### src/rtl/irq_err_pkg.sv
package irq_err_pkg;
    localparam int ESR_W        = 8;
    localparam int VEC_W        = 8;
    localparam int ADDR_W       = 12;
    localparam int DATA_W       = 32;
    localparam int MIN_VEC      = 16;
    localparam int BIT_SEND_ILL = 5;
    localparam int BIT_RECV_ILL = 6;
    localparam int BIT_BAD_ADDR = 7;
    localparam int ENT_MASK_BIT = 16;
    localparam int MODE_LO      = 8;
    localparam int MODE_W       = 3;
    localparam logic [ADDR_W-1:0] OFS_STATUS = 12'h280;
    localparam logic [ADDR_W-1:0] OFS_CMD    = 12'h300;

    typedef enum logic [0:0] {
        ST_IDLE = 1'b0,
        ST_FIRE = 1'b1
    } fire_state_t;
endpackage

### src/rtl/esr_cmd_check.sv
module esr_cmd_check
    import irq_err_pkg::*;
(
    input  logic              clk,
    input  logic              rst_n,
    input  logic              wr_en,
    input  logic [ADDR_W-1:0] wr_addr,
    input  logic [10:0]       cmd_bits,
    output logic [ESR_W-1:0]  cmd_err_mask,
    output logic              cmd_send
);
    logic is_cmd;
    logic bad_vec;

    assign is_cmd  = wr_en && (wr_addr == OFS_CMD);
    assign bad_vec = (cmd_bits[MODE_LO +: MODE_W] == '0) &&
                     (cmd_bits[VEC_W-1:0] < VEC_W'(MIN_VEC));

    always_comb begin
        cmd_err_mask = '0;
        if (is_cmd && bad_vec)
            cmd_err_mask[BIT_SEND_ILL] = 1'b1;
    end

    always_ff @(posedge clk or negedge rst_n) begin
        if (!rst_n) cmd_send <= 1'b0;
        else        cmd_send <= is_cmd && !bad_vec;
    end

    AST_CMD_SEND_AFTER_WRITE: assert property (@(posedge clk) disable iff (!rst_n)
        cmd_send |-> $past(wr_en && wr_addr == OFS_CMD));
endmodule

### src/rtl/esr_accum.sv
module esr_accum
    import irq_err_pkg::*;
(
    input  logic             clk,
    input  logic             rst_n,
    input  logic [ESR_W-1:0] in_mask,
    input  logic             status_wr,
    output logic [ESR_W-1:0] status_q
);
    logic [ESR_W-1:0] pending_q;

    always_ff @(posedge clk or negedge rst_n) begin
        if (!rst_n) begin
            pending_q <= '0;
            status_q  <= '0;
        end else begin
            if (status_wr) begin
                status_q  <= pending_q;
                pending_q <= in_mask;
            end else begin
                pending_q <= pending_q | in_mask;
            end
        end
    end

    AST_STATUS_HOLDS: assert property (@(posedge clk) disable iff (!rst_n)
        !status_wr |=> $stable(status_q));
    AST_PENDING_KEEPS: assert property (@(posedge clk) disable iff (!rst_n)
        1'b1 |=> ((pending_q & $past(in_mask)) == $past(in_mask)));
    AST_CLEAR_ON_READ: assert property (@(posedge clk) disable iff (!rst_n)
        (status_wr && in_mask == '0) |=> (pending_q == '0));
endmodule

### src/rtl/esr_fire_fsm.sv
module esr_fire_fsm
    import irq_err_pkg::*;
(
    input  logic             clk,
    input  logic             rst_n,
    input  logic             new_err,
    input  logic [VEC_W-1:0] ent_vector,
    input  logic             ent_masked,
    output logic             irq_req,
    output logic [VEC_W-1:0] irq_vector,
    output logic [ESR_W-1:0] self_err_mask
);
    fire_state_t state_q, state_d;

    always_comb begin
        unique case (state_q)
            ST_IDLE: state_d = new_err ? ST_FIRE : ST_IDLE;
            ST_FIRE: state_d = new_err ? ST_FIRE : ST_IDLE;
            default: state_d = ST_IDLE;
        endcase
    end

    always_ff @(posedge clk or negedge rst_n) begin
        if (!rst_n) state_q <= ST_IDLE;
        else        state_q <= state_d;
    end

    always_comb begin
        irq_req       = 1'b0;
        irq_vector    = '0;
        self_err_mask = '0;
        unique case (state_q)
            ST_IDLE: ;
            ST_FIRE: begin
                if (!ent_masked) begin
                    if (ent_vector < VEC_W'(MIN_VEC)) begin
                        self_err_mask[BIT_SEND_ILL] = 1'b1;
                    end else begin
                        irq_req    = 1'b1;
                        irq_vector = ent_vector;
                    end
                end
            end
            default: ;
        endcase
    end

    AST_REQ_NEEDS_ERROR: assert property (@(posedge clk) disable iff (!rst_n)
        irq_req |-> $past(new_err));
    AST_SELF_NO_REFIRE: assert property (@(posedge clk) disable iff (!rst_n)
        (self_err_mask != '0 && !new_err) |=> (state_q == ST_IDLE));
endmodule

### src/rtl/irq_err_reporter.sv
module irq_err_reporter
    import irq_err_pkg::*;
(
    input  logic              clk,
    input  logic              rst_n,
    input  logic              wr_en,
    input  logic [ADDR_W-1:0] wr_addr,
    input  logic [DATA_W-1:0] wr_data,
    input  logic              lvt_err_vld,
    input  logic [ESR_W-1:0]  lvt_err_mask,
    input  logic [DATA_W-1:0] err_entry,
    output logic [ESR_W-1:0]  status_rdata,
    output logic              irq_req,
    output logic [VEC_W-1:0]  irq_vector,
    output logic              cmd_send
);
    logic [ESR_W-1:0] cmd_err_mask;
    logic [ESR_W-1:0] self_err_mask;
    logic [ESR_W-1:0] ext_mask;
    logic [ESR_W-1:0] all_mask;
    logic             new_err;
    logic             status_wr;
    logic             unused_bits;

    assign unused_bits = ^{wr_data[DATA_W-1:11], err_entry[DATA_W-1:ENT_MASK_BIT+1],
                           err_entry[ENT_MASK_BIT-1:VEC_W]};

    assign status_wr = wr_en && (wr_addr == OFS_STATUS);
    assign ext_mask  = (lvt_err_vld ? lvt_err_mask : '0) | cmd_err_mask;
    assign new_err   = (ext_mask != '0);
    assign all_mask  = ext_mask | self_err_mask;

    esr_cmd_check u_cmd (
        .clk          (clk),
        .rst_n        (rst_n),
        .wr_en        (wr_en),
        .wr_addr      (wr_addr),
        .cmd_bits     (wr_data[10:0]),
        .cmd_err_mask (cmd_err_mask),
        .cmd_send     (cmd_send)
    );

    esr_fire_fsm u_fsm (
        .clk           (clk),
        .rst_n         (rst_n),
        .new_err       (new_err),
        .ent_vector    (err_entry[VEC_W-1:0]),
        .ent_masked    (err_entry[ENT_MASK_BIT]),
        .irq_req       (irq_req),
        .irq_vector    (irq_vector),
        .self_err_mask (self_err_mask)
    );

    esr_accum u_acc (
        .clk       (clk),
        .rst_n     (rst_n),
        .in_mask   (all_mask),
        .status_wr (status_wr),
        .status_q  (status_rdata)
    );

    AST_REQ_LEGAL_VEC: assert property (@(posedge clk) disable iff (!rst_n)
        irq_req |-> (irq_vector >= VEC_W'(MIN_VEC)));
    AST_MASKED_QUIET: assert property (@(posedge clk) disable iff (!rst_n)
        err_entry[ENT_MASK_BIT] |-> !irq_req);
endmodule

### config.mk
export PLATFORM = sky130hd
export DESIGN_NAME = irq_err_reporter
export DESIGN_NICKNAME = d
export VERILOG_FILES = /design/src/rtl/irq_err_pkg.sv /design/src/rtl/esr_cmd_check.sv /design/src/rtl/esr_accum.sv /design/src/rtl/esr_fire_fsm.sv /design/src/rtl/irq_err_reporter.sv
export SDC_FILE = /design/constraint.sdc
export NUM_CORES = 1
export LEC_CHECK = 0
export ABC_AREA = 1
export BUFFER_PORTS_ARGS = -buffer_cell sky130_fd_sc_hd__buf_2
export CORE_MARGIN = 5
export CORE_UTILIZATION = 33
export CTS_BUF_LIST = sky130_fd_sc_hd__clkbuf_8 sky130_fd_sc_hd__clkbuf_16
export DETAILED_ROUTE_END_ITERATION = 8
export GPL_TIMING_DRIVEN = 1
export PLACE_DENSITY = 0.9
export SYNTH_ARGS = -nofsm -noshare
export SYNTH_HDL_FRONTEND = slang
export SYNTH_SLANG_ARGS = --single-unit
### constraint.sdc
create_clock -name clk -period 1 [get_ports clk]
set_input_delay 0.1 -clock clk [delete_from_list [all_inputs] [get_ports clk]]
set_output_delay 0.1 -clock clk [all_outputs]
set_load 0.05 [all_outputs]
======== After elaboration in Yosys (flattened, before gate mapping) ========
Cells that the tools add are included.
operators by class
  div/mod/pow operators ................... 0
  muxes and demuxes ....................... 13
  shifts and indexed selects .............. 0
  equal/unequal tests ..................... 2
  $mul .................................... 0
  add/sub/neg operators ................... 0
  $lt $le $gt $ge ......................... 2
  reductions and logical operators ........ 8
  bitwise gates (word level) .............. 3
operators by type and width
  cell                                                                      count
  8-bit 2-to-1 mux                                                          5
  12-bit by 10-bit equality test with 1-bit output (second input constant)  2
  8-bit by 5-bit < comparator with 1-bit output (second input constant)     2
  8-bit by 6-bit OR with 8-bit output                                       2
  1-bit 2-to-1 mux                                                          8
  8-bit OR                                                                  1
  8-bit nonzero test                                                        1
  1-bit logical AND                                                         5
  3-bit zero test                                                           1
  1-bit zero test                                                           1
storage, ports and cells
  bits in latches ......................... 0
  output and inout port bits .............. 18
  memory bits (writable) .................. 0
  ROM bits ................................ 0
  memories ................................ 0
  register bits ........................... 18

======== Logic depth before layout (Yosys ltp) ========
  depth in word-level cells ............... 8
  mapped depth ............................ 7
  depth with buffers taken out ............ 7

======== Cells and area by module ========
A second synthesis with hierarchy kept.
unflattened totals
  cell total of the unflattened synthesis .. 178
  area total of the unflattened synthesis .. 1238.7 sq um
by module, submodules not included
  module            seq. area each (sq um)  area an instance (sq um)  cells an instance  times used
  esr_accum         400.4                   660.6                     67                 1
  irq_err_reporter  0.0                     212.7                     43                 1
  esr_fire_fsm      25.0                    185.2                     34                 1
  esr_cmd_check     25.0                    180.2                     34                 1

======== Worst setup path after synthesis ========
No wires, ideal clock.
  path type ............................... register to output
  start ................................... register u_fsm.state_q
  end ..................................... output irq_vector[0]
  cell stages (with the launch flop) ...... 3
  path buffers ............................ 0
  setup slack ............................. -235 ps
  arrival ................................. 1135 ps
  required time ........................... 900 ps
  cells stage by stage .................... dfrtp_1 > nand3_1 > nor2_1
on the way
  longest elaborated chain between the ends .. 1
RTL lines
  element                   line                    text
  start: declaration        esr_fire_fsm.sv:13      fire_state_t state_q, state_d;
  start signal: assignment  esr_fire_fsm.sv:25      else state_q <= state_d;
  8-bit 2-to-1 mux          esr_fire_fsm.sv:32      unique case (state_q)
  end: declaration          irq_err_reporter.sv:14  output logic [VEC_W-1:0] irq_vector,
No other way between the ends.

======== Final worst setup path ========
  start ................................... register u_fsm.state_q
  end ..................................... output irq_vector[6]
Same word-level chain as after synthesis.

==> flow_summary_export.csv <==
group,metric,value,unit
cts,post_cts_buffers,0,
flow_run,maxCapViolations,0,
critical_path,crit_path_start_kind,"flop",
finish,layout.nets,276,
floorplanning,fp.dieW,62.79,um
finish,layout.cells.most_common,"buf_2",
finish,area_growth,55.37,%
critical_path,path_cells,"nand2_1, nor2_1, buf_6",
detailed_routing,dr.pass1.iters,4,
grt,overflow,0,
timing,period_share,1.185,
synthesis,synth.cell_area,919.6,um^2
critical_path,end_kind,"output pin",
pwr,power_density,1102,mW/mm^2
cts,insertion_delay,0.25,ns
grt,grt_max_degree,19,
timing,rsz0062_at_grt,"true",
critical_path,cp_slowest_cell,"dfrtp_1",
synthesis,ys_ff_latch,18,
detailed_routing,drtAntennaViolNets,0,
timing,slew_viol_final,0,
cts,numCtsBuffers,3,
detailed_routing,via_per_inst,4.364,
timing,slew_headroom,0.7499,
timing,finalWorstSetupSlack,-0.1846,ns
timing,skew,0.001844,ns
detailed_routing,wl,2.320,mm
detailed_routing,vias,947,
timing,fmax,0.8442,GHz
detailed_routing,drc,0,
pwr,combinationalPowerShare,0.227,
grt,groute.usage.overall,0.1191,
timing,final-setup-viol-count,9,
synthesis,synth_nets,212,
synthesis,synth.distinct_cells,17,
cts,cts.sinks,18,
synthesis,yosysTopAreaCellShare,0.4898,
synthesis,ys_seq_area_frac,0.4898,
pwr,irDropWorstVdd,0.5580,mV
timing,fin_hold_ws,0.07567,ns
critical_path,critPathArrivalTime,1.08,ns
synthesis,avgSynthCellArea,7.416,um^2
pwr,power_leakage,0.0008135,uW
floorplanning,initial_core_util,0.3393,
place,dp_slack,-0.04370,ns
cts,clkTransAtPathRegs,0.06,ns
pwr,p_seq_frac,0.467,
timing,worst_pin_slew,0.3752,ns
critical_path,crit_type,"reg2out",
outcome,failed_checks,"negative setup slack",
finish,diodes,0,
pwr,p_int,1146,uW
grt,grt_first_pass_wirelength,3.891,mm
synthesis,yosys_warnings,0,
critical_path,cpPeakStageDelay,0.36,ns
grt,first_global_vias,945,
place,io_buffers,57,
finish,num-fill-cells,267,
synthesis,syn_inst,124,
critical_path,required,0.90,ns
pwr,switchingPower,429.1,uW
pwr,power_frac_clock,0.306,
outcome,status,"finished with violations",
cts,clockRootBuffer,"clkbuf_8",
detailed_routing,drt-initial-drc-count,20,
grt,antenna_found_initial,0,
finish,final_cell_mix,"buf_2 (43), nand2_1 (36), inv_1 (19)",
critical_path,path_max_fanout,5,
floorplanning,coreArea,0.002710,mm^2
place,place_congestion,0.7267,
pwr,p_sw_frac,0.2724,
floorplanning,num_io_pins,106,
timing,finalHoldViolCount,0,
cts,cts.htree.levels,1,
floorplanning,fp.dieArea,0.003943,mm^2
critical_path,crit_family,"flip-flops",
synthesis,synth.area.top_cells,"dfrtp_1 (49%), nand2_1 (15%), nor2_1 (9.4%), inv_1 (7.8%), o21ai_2 (4.8%)",
finish,utilization,0.5272,
floorplanning,die_y,62.79,um
floorplanning,fp-row-count,19,
worst_hold_path,hold_path.class,"in2reg",
finish,drive_gt1_frac,0.4355,
detailed_routing,wl_per_cell,10.69,um
place,hpwl,1.859,mm
cts,clockBufferDepth,2,
cts,cts_tree,"yes",
critical_path,cp_num_buf_inv,1,
timing,fin_crit,1.185,ns
synthesis,synth.largest_area_cell,"dfrtp_1",
## cell usage after synthesis
cell	instances
a21oi_1	1
nand2_2	3
buf_6	1
nor3_2	1
inv_2	1
or2_2	1
nor3_1	1
inv_1	19
nor2_2	1
nor2_1	23
o21ai_2	5
dfrtp_1	18
nand3_1	5
nand4_1	2
nand2_1	36
o21ai_0	5
clkbuf_1	1
## metal layers
metal / wire (um) / up-vias / part of all wire / GRT usage
met1: 960 / 405 / 0.41 / 0.1488
met2: 1112 / 42 / 0.48 / 0.1878
met5: 0 / - / 0 / 0
met4: 16 / 0 / 0.0069 / 0.05570
li1: - / 498 / - / -
met3: 231 / 2 / 0.10 / 0.03417
## worst paths after layout
path,from,end,slack (ns),cells past startpoint
max,u_fsm.state_q,irq_vector[6],-0.18,3
min,lvt_err_mask[1],u_acc.pending_q[1],0.08,3
max reg2reg,u_fsm.state_q,u_acc.pending_q[5],0.06,4
min reg2reg,u_acc.status_q[6],u_acc.status_q[6],0.48,2
max in group asynchronous,rst_n,u_acc.pending_q[4],0.43,2
min in group asynchronous,rst_n,u_acc.status_q[2],0.30,2
## repair_timing
item | CTS | global route
hold endpoints to repair | 18 | 0
endpoints found under the setup margin | 9 | 14
gates resized for setup | 21 | 8
hold buffers | 1 | 0
pin swaps | 1 | 0
## final cells by class
| type | instances | area, um^2 | share of cell area |
|---|---|---|---|
| Inverter | 20 | 75.07 | 0.05254 |
| Tap cell | 31 | 38.79 | 0.02715 |
| Multi-Input combinational cell | 84 | 416.7 | 0.2916 |
| Clock buffer | 3 | 41.29 | 0.02890 |
| Sequential cell | 18 | 450.4 | 0.3152 |
| Timing Repair Buffer | 61 | 406.6 | 0.2846 |
## worst min-delay path, cell delays in order
cell and delay [ns]:
buf_2 0.07, nand2_1 0.06, nand2_1 0.06
## power by group through the flow
stage	logic [uW]	registers (uW)	clock network [uW]
2_1_floorplan	167	758	0
3_3_place_gp	302	749	0
3_5_place_dp	307	749	0
4_1_cts	352	736	491
5_1_grt	389	736	526
6_report	357	736	481
## per-stage QoR
stage / total power (uW) / TNS (ns) / area (um^2) / instances
after global routing: 1652 / -2.047 / 1429 / 217
after global placement: 1051 / -0.006588 / 1284 / 213
after CTS: 1579 / -1.421 / 1406 / 217
after detailed placement: 1056 / -0.1729 / 1284 / 213
final: 1575 / -1.505 / 1429 / 217
after floorplan: 925.1 / -1.154 / 939.7 / 124
## state kept, by name (all words and copies together), names as in the netlist
register and count:
u_cmd.cmd_send 1, u_acc.pending_q 8, u_acc.status_q 8, u_fsm.state_q 1
## cell families (layout without fill, tap and decap cells)
kind of cell | count (synthesis) | after routing | share of synthesized area
simple gates | 73 | 73 | 0.3320
buf+inv | 22 | 84 | 0.09795
flops | 18 | 18 | 0.4898
compound gates | 11 | 11 | 0.08026
(Power assumes the default switching activity.)
